## src/rtl/store_fmt_pkg.sv

```systemverilog
package store_fmt_pkg;

  typedef enum logic [1:0] {
    SZ_BYTE  = 2'd0,
    SZ_HALF  = 2'd1,
    SZ_WORD  = 2'd2,
    SZ_DWORD = 2'd3
  } acc_size_e;

  // number of bytes moved by an access size
  function automatic int unsigned size_bytes(input logic [1:0] sz);
    return 32'd1 << sz;
  endfunction

endpackage

```

## src/rtl/store_fmt_addr.sv

```systemverilog
module store_fmt_addr #(
  parameter int XLEN    = 64,
  parameter int DISP_W  = 16,
  parameter int DS_ZERO = 2
) (
  input  logic [XLEN-1:0]   base_val,
  input  logic              base_zero,
  input  logic              update,
  input  logic [XLEN-1:0]   index_val,
  input  logic              indexed,
  input  logic [DISP_W-1:0] disp,
  input  logic [1:0]        acc_size,
  output logic [XLEN-1:0]   ea
);
  import store_fmt_pkg::*;

  localparam logic [DISP_W-1:0] LOW_CLR = {{(DISP_W-DS_ZERO){1'b1}}, {DS_ZERO{1'b0}}};

  logic [XLEN-1:0]   base_term;
  logic [DISP_W-1:0] disp_eff;
  logic [XLEN-1:0]   offset;

  always_comb begin
    // update forms never substitute zero for the base
    if (base_zero && !update) base_term = '0;
    else                      base_term = base_val;

    if (acc_size == SZ_DWORD) disp_eff = disp & LOW_CLR;
    else                      disp_eff = disp;

    if (indexed) offset = index_val;
    else         offset = {{(XLEN-DISP_W){disp_eff[DISP_W-1]}}, disp_eff};

    ea = base_term + offset;
  end

endmodule

```

## src/rtl/store_fmt_legal.sv

```systemverilog
module store_fmt_legal (
  input  logic [1:0] acc_size,
  input  logic       indexed,
  input  logic       update,
  input  logic       reverse,
  input  logic       base_zero,
  output logic       illegal
);
  import store_fmt_pkg::*;

  logic bad_update;
  logic bad_reverse;

  always_comb begin
    bad_update  = update && base_zero;
    bad_reverse = reverse && ((acc_size == SZ_BYTE) || !indexed || update);
    illegal     = bad_update || bad_reverse;
  end

endmodule

```

## src/rtl/store_fmt_lane.sv

```systemverilog
module store_fmt_lane #(
  parameter int XLEN = 64
) (
  input  logic [XLEN-1:0]           src_val,
  input  logic [1:0]                acc_size,
  input  logic                      reverse,
  input  logic [$clog2(XLEN/8)-1:0] lane,
  input  logic                      kill,
  output logic [XLEN-1:0]           wdata,
  output logic [XLEN/8-1:0]         byte_en
);
  import store_fmt_pkg::*;

  localparam int NB     = XLEN / 8;
  localparam int LANE_W = $clog2(NB);

  logic [7:0]      src_b [NB];
  logic [7:0]      pay_b [NB];
  logic [XLEN-1:0] payload;
  logic [NB-1:0]   mask;
  int unsigned     nbytes;

  for (genvar g = 0; g < NB; g++) begin : g_split
    assign src_b[g] = src_val[8*g +: 8];
    assign payload[8*g +: 8] = pay_b[g];
  end

  always_comb begin
    nbytes = size_bytes(acc_size);
    for (int i = 0; i < NB; i++) begin
      mask[i]  = (i < int'(nbytes));
      pay_b[i] = 8'h00;
      if (i < int'(nbytes)) begin
        if (reverse) pay_b[i] = src_b[int'(nbytes) - 1 - i];
        else         pay_b[i] = src_b[i];
      end
    end
  end

  always_comb begin
    if (kill) begin
      wdata   = '0;
      byte_en = '0;
    end else begin
      wdata   = payload << {lane, 3'b000};
      byte_en = mask << lane;
    end
  end

  logic unused_ok;
  assign unused_ok = &{1'b0, LANE_W[0]};

endmodule

```

## src/rtl/store_fmt.sv

```systemverilog
module store_fmt #(
  parameter int XLEN    = 64,
  parameter int DISP_W  = 16,
  parameter int DS_ZERO = 2,
  parameter int NB      = XLEN / 8
) (
  input  logic              clk,
  input  logic              rst,
  input  logic              in_valid,
  input  logic [XLEN-1:0]   base_val,
  input  logic              base_zero,
  input  logic [XLEN-1:0]   index_val,
  input  logic [XLEN-1:0]   src_val,
  input  logic [DISP_W-1:0] disp,
  input  logic [1:0]        acc_size,
  input  logic              indexed,
  input  logic              update,
  input  logic              reverse,
  output logic              out_valid,
  output logic [XLEN-1:0]   ea,
  output logic [XLEN-1:0]   wdata,
  output logic [NB-1:0]     byte_en,
  output logic              wb_valid,
  output logic [XLEN-1:0]   wb_value,
  output logic              illegal
);

  localparam int LANE_W = $clog2(NB);

  logic [XLEN-1:0] ea_c;
  logic [XLEN-1:0] wdata_c;
  logic [NB-1:0]   be_c;
  logic            ill_c;
  logic            wbv_c;

  store_fmt_addr #(.XLEN(XLEN), .DISP_W(DISP_W), .DS_ZERO(DS_ZERO)) u_addr (
    .base_val  (base_val),
    .base_zero (base_zero),
    .update    (update),
    .index_val (index_val),
    .indexed   (indexed),
    .disp      (disp),
    .acc_size  (acc_size),
    .ea        (ea_c)
  );

  store_fmt_legal u_legal (
    .acc_size  (acc_size),
    .indexed   (indexed),
    .update    (update),
    .reverse   (reverse),
    .base_zero (base_zero),
    .illegal   (ill_c)
  );

  store_fmt_lane #(.XLEN(XLEN)) u_lane (
    .src_val  (src_val),
    .acc_size (acc_size),
    .reverse  (reverse),
    .lane     (ea_c[LANE_W-1:0]),
    .kill     (ill_c),
    .wdata    (wdata_c),
    .byte_en  (be_c)
  );

  assign wbv_c = update && !ill_c;

  always_ff @(posedge clk) begin
    if (rst) begin
      out_valid <= 1'b0;
      ea        <= '0;
      wdata     <= '0;
      byte_en   <= '0;
      wb_valid  <= 1'b0;
      wb_value  <= '0;
      illegal   <= 1'b0;
    end else begin
      out_valid <= in_valid;
      if (in_valid) begin
        ea       <= ea_c;
        wdata    <= wdata_c;
        byte_en  <= be_c;
        wb_valid <= wbv_c;
        wb_value <= wbv_c ? ea_c : '0;
        illegal  <= ill_c;
      end else begin
        wb_valid <= 1'b0;
      end
    end
  end

endmodule

```

## config.mk

```make
export PLATFORM = sky130hd
export DESIGN_NAME = store_fmt
export DESIGN_NICKNAME = d
export VERILOG_FILES = /design/src/rtl/store_fmt_pkg.sv /design/src/rtl/store_fmt_addr.sv /design/src/rtl/store_fmt_legal.sv /design/src/rtl/store_fmt_lane.sv /design/src/rtl/store_fmt.sv
export SDC_FILE = /design/constraint.sdc
export NUM_CORES = 1
export LEC_CHECK = 0
export BUFFER_PORTS_ARGS = -buffer_cell sky130_fd_sc_hd__buf_2
export CELL_PAD_IN_SITES_DETAIL_PLACEMENT = 1
export CELL_PAD_IN_SITES_GLOBAL_PLACEMENT = 1
export CORE_ASPECT_RATIO = 1.5
export CORE_UTILIZATION = 36
export DETAILED_ROUTE_END_ITERATION = 7
export PLACE_DENSITY_LB_ADDON = 0.1
export SLEW_MARGIN = 10
export SYNTH_ARGS = -nofsm -noshare
export SYNTH_HDL_FRONTEND = slang
export SYNTH_SLANG_ARGS = --single-unit
```

## constraint.sdc

```tcl
create_clock -name clk -period 3.1 [get_ports clk]
set_clock_uncertainty 0.15 [all_clocks]
set_input_delay 0 -clock clk [delete_from_list [all_inputs] [get_ports clk]]
set_output_delay 0 -clock clk [all_outputs]
set_load 0.01 [all_outputs]
```

==> metrics.txt <==
status=complete, no violations; critical path required time=3.38 ns; share of the synthesized area in the top cell type=0.256; CP dominant cell by count=buf_12; r2r startpoint=ea[24]; initial DRC count=902; largest fanout on the critical path=7; initial core utilization=0.367; CTS tree=built; Critical Path End Type=flip-flop; fin util=0.514; first-pass GRT wire length=114,000 µm; die height=259 µm; DP Wirelength=63,200 µm; average wire per standard cell=23.8 µm; post-route design area=0.0223 mm²; synthesized area=0.0159 mm²; top cells by count, synth=nand2_1 (257), nor2_1 (226), dfxtp_1 (203), a21oi_1 (161), clkbuf_1 (125); worst setup path class=in -> reg; top post-synthesis cells by area=dfxtp_1 (26%), mux4_2 (9.1%), mux2i_1 (6.4%); Hold Path End=wdata[2]; Post-Place Cell Area=0.0213 mm²; Leak=0.0105 µW; overall routing resource usage=0.331; nets@finish=2,944; via count=18.5k; Residual DRC=0; CTS buffer count=23; CP max stage delay=0.40 ns; worst r2r dst=ea[24]; Final ANT Viol Nets=0; Tcrit/Tclk final=0.960; Die X=174 µm; VDD IR max=0.415 mV; Yosys warnings=0; antenna violations before repair=10; Vias/cell=5.68; Synth Instances=1,973; Avg Inst Size Synth=8.06 µm²; Worst Hold Slack=0.0509 ns; die area=0.0450 mm²; power per cell area=460 mW/mm²; CP max-delay cell=o41a_1; WP data arrival=3.25 ns; top-count cell post-synth=nand2_1; FFs w/ async S/R, synth=0; number of H-tree levels=1; DRT Pass-1 Iters=7; total power=10,200 µW; vias in the first global route=19.7k; Max Slew Vio Count=0; Worst Hold Class=in -> reg; Synth Register Bits=203; clk buf depth=3; Max-Cap Viols=0; worst slew pin tran=1.13 ns; overall routed net length=77,400 µm; dpl cells=3,189; post-synthesis sequential area ratio=0.256; Clock transition at path regs=0.06 ns; RSZ-0062 raised after global routing=yes; Synth Flop Type=dfxtp_1; Port Buffers=419; post-route minimum period=2.98 ns; Clock Latency Late Sink=0.55 ns; hold_sp=src_val[2]; Max Clk Rate=336 MHz; final cell count without fillers=3,252; total gr overflow=0; Final Hold Fails=0; area leader, netlist=dfxtp_1; Sink Count=203; Post-synth EDFFs=0; Site Rows=93; share of cells above drive strength 1=0.372; synth unique cells=76; Area growth, synth to finish=40.0%; hold path cells=6; Startpoint Class=input port; largest net degree at the start of global routing=113; crit path cell chain=buf_2, buf_12, buf_12, mux2_2, ha_1, nand2_2, or3b_4, and3_4, o41a_1, o21ai_4, buf_6, a31o_2, a21oi_1, xnor2_2, a22o_1; Slew headroom=0.249; Worst R2R Path Depth=3; flop2flop setup slack=1.78 ns; I/O pin count=420; area of the core=0.0433 mm²; Final setup viols=0; clk root buf=clkbuf_16; GPL Wtd Cong=0.953; Net Count, Synth=2,263; layout filler cell count=5,456
[repair_timing]
action / CTS / global route
setup buffers: 0 / 2
endpoints found under the setup margin: 0 / 59
resized for setup: 0 / 25
hold endpoints to repair: 52 / 0
hold buffers: 8 / 0
[how the worst max path moves through the flow]
stage,to,from,cells after the start
after detailed placement,ea[58],acc_size[0],16
after global placement,wb_value[63],indexed,14
after floorplan,ea[55],update,16
after CTS,wb_value[51],indexed,14
final,wb_value[43],indexed,15
after global routing,wb_value[51],indexed,14
[power by group]
part	total [µW]	switching (µW)	internal [µW]	leakage, µW
logic	4570	2540	2030	0.00843
registers	2920	124	2790	0.00165
clock network	2750	1230	1530	0.000375
total	10200	3890	6350	0.0105
[placed cells by master, fill, tap and decap left out, types with 12 or more instances in the layout]
cell type  synthesis  routed
dfxtp_1          203     203
xnor2_1           41      39
nor2_1           226     224
buf_12             0      15
clkbuf_16          0      23
a22oi_1           55      55
buf_4              3     381
o21ai_0          101      98
xor2_1            21      20
a21oi_1          161     153
inv_1             35      35
a211oi_1          28      25
a21o_1            26      26
buf_2             15     417
nand2_1          257     257
and2_1            71      71
mux2_2            21      21
ha_1              72      69
mux2i_1          102     102
nand4_1           27      27
mux4_2            64      64
o22ai_1           22      22
a22o_1            60      60
o21bai_1          12      12
nor3_1            17      15
[metrics by stage]
step	setup TNS, ns	worst slack [ns]
after floorplan	0	0.00789
after global routing	-0.00360	-0.00360
after detailed placement	-35.28	-0.558
final	0	0.125
after CTS	0	0.0100
after global placement	-25.79	-0.414
[cells by family (layout without fill, tap and decap cells)]
kind of cell | Yosys count | in the layout | synth area share
compound gates | 582 | 582 | 0.247
xor+xnor | 62 | 62 | 0.0342
fa+ha+maj | 73 | 73 | 0.0579
buf+inv | 203 | 901 | 0.0498
flops | 203 | 203 | 0.256
mux | 187 | 187 | 0.170
other cells | 0 | 11 | 0
simple gates | 663 | 663 | 0.185
[sequential cells by signal, summed over array words and instances, names as in the netlist]
name	count
wb_valid	1
ea	64
out_valid	1
byte_en	8
wdata	64
wb_value	64
illegal	1
[worst max-delay path, delay by kind of cell]
kind / cells / cell delay, ns
AO/OA/AOI/OAI: 5 / 1.18
multiplexers: 1 / 0.33
AND/OR/NAND/NOR: 3 / 0.65
buffers and inverters: 4 / 0.57
XOR/XNOR: 1 / 0.20
adder cells (fa/ha/maj): 1 / 0.33
[layout make-up]
class / instances / area (µm²) / area share
clock buffers: 33 / 673 / 0.0302
inverters: 36 / 136 / 0.00613
flip-flops and latches: 203 / 4060 / 0.183
repair buffers: 823 / 5350 / 0.241
clock inverters: 9 / 70.1 / 0.00315
multi-input cells: 1567 / 11200 / 0.504
diodes: 11 / 27.5 / 0.00124
well taps: 570 / 713 / 0.0320
[routing by layer]
layer / GRT usage / routed length [µm]
met3: 0.0349 / 2910
met5: 0 / 0
met2: 0.648 / 42200
met1: 0.321 / 26800
met4: 0.230 / 5560
(Power assumes the default switching activity.)
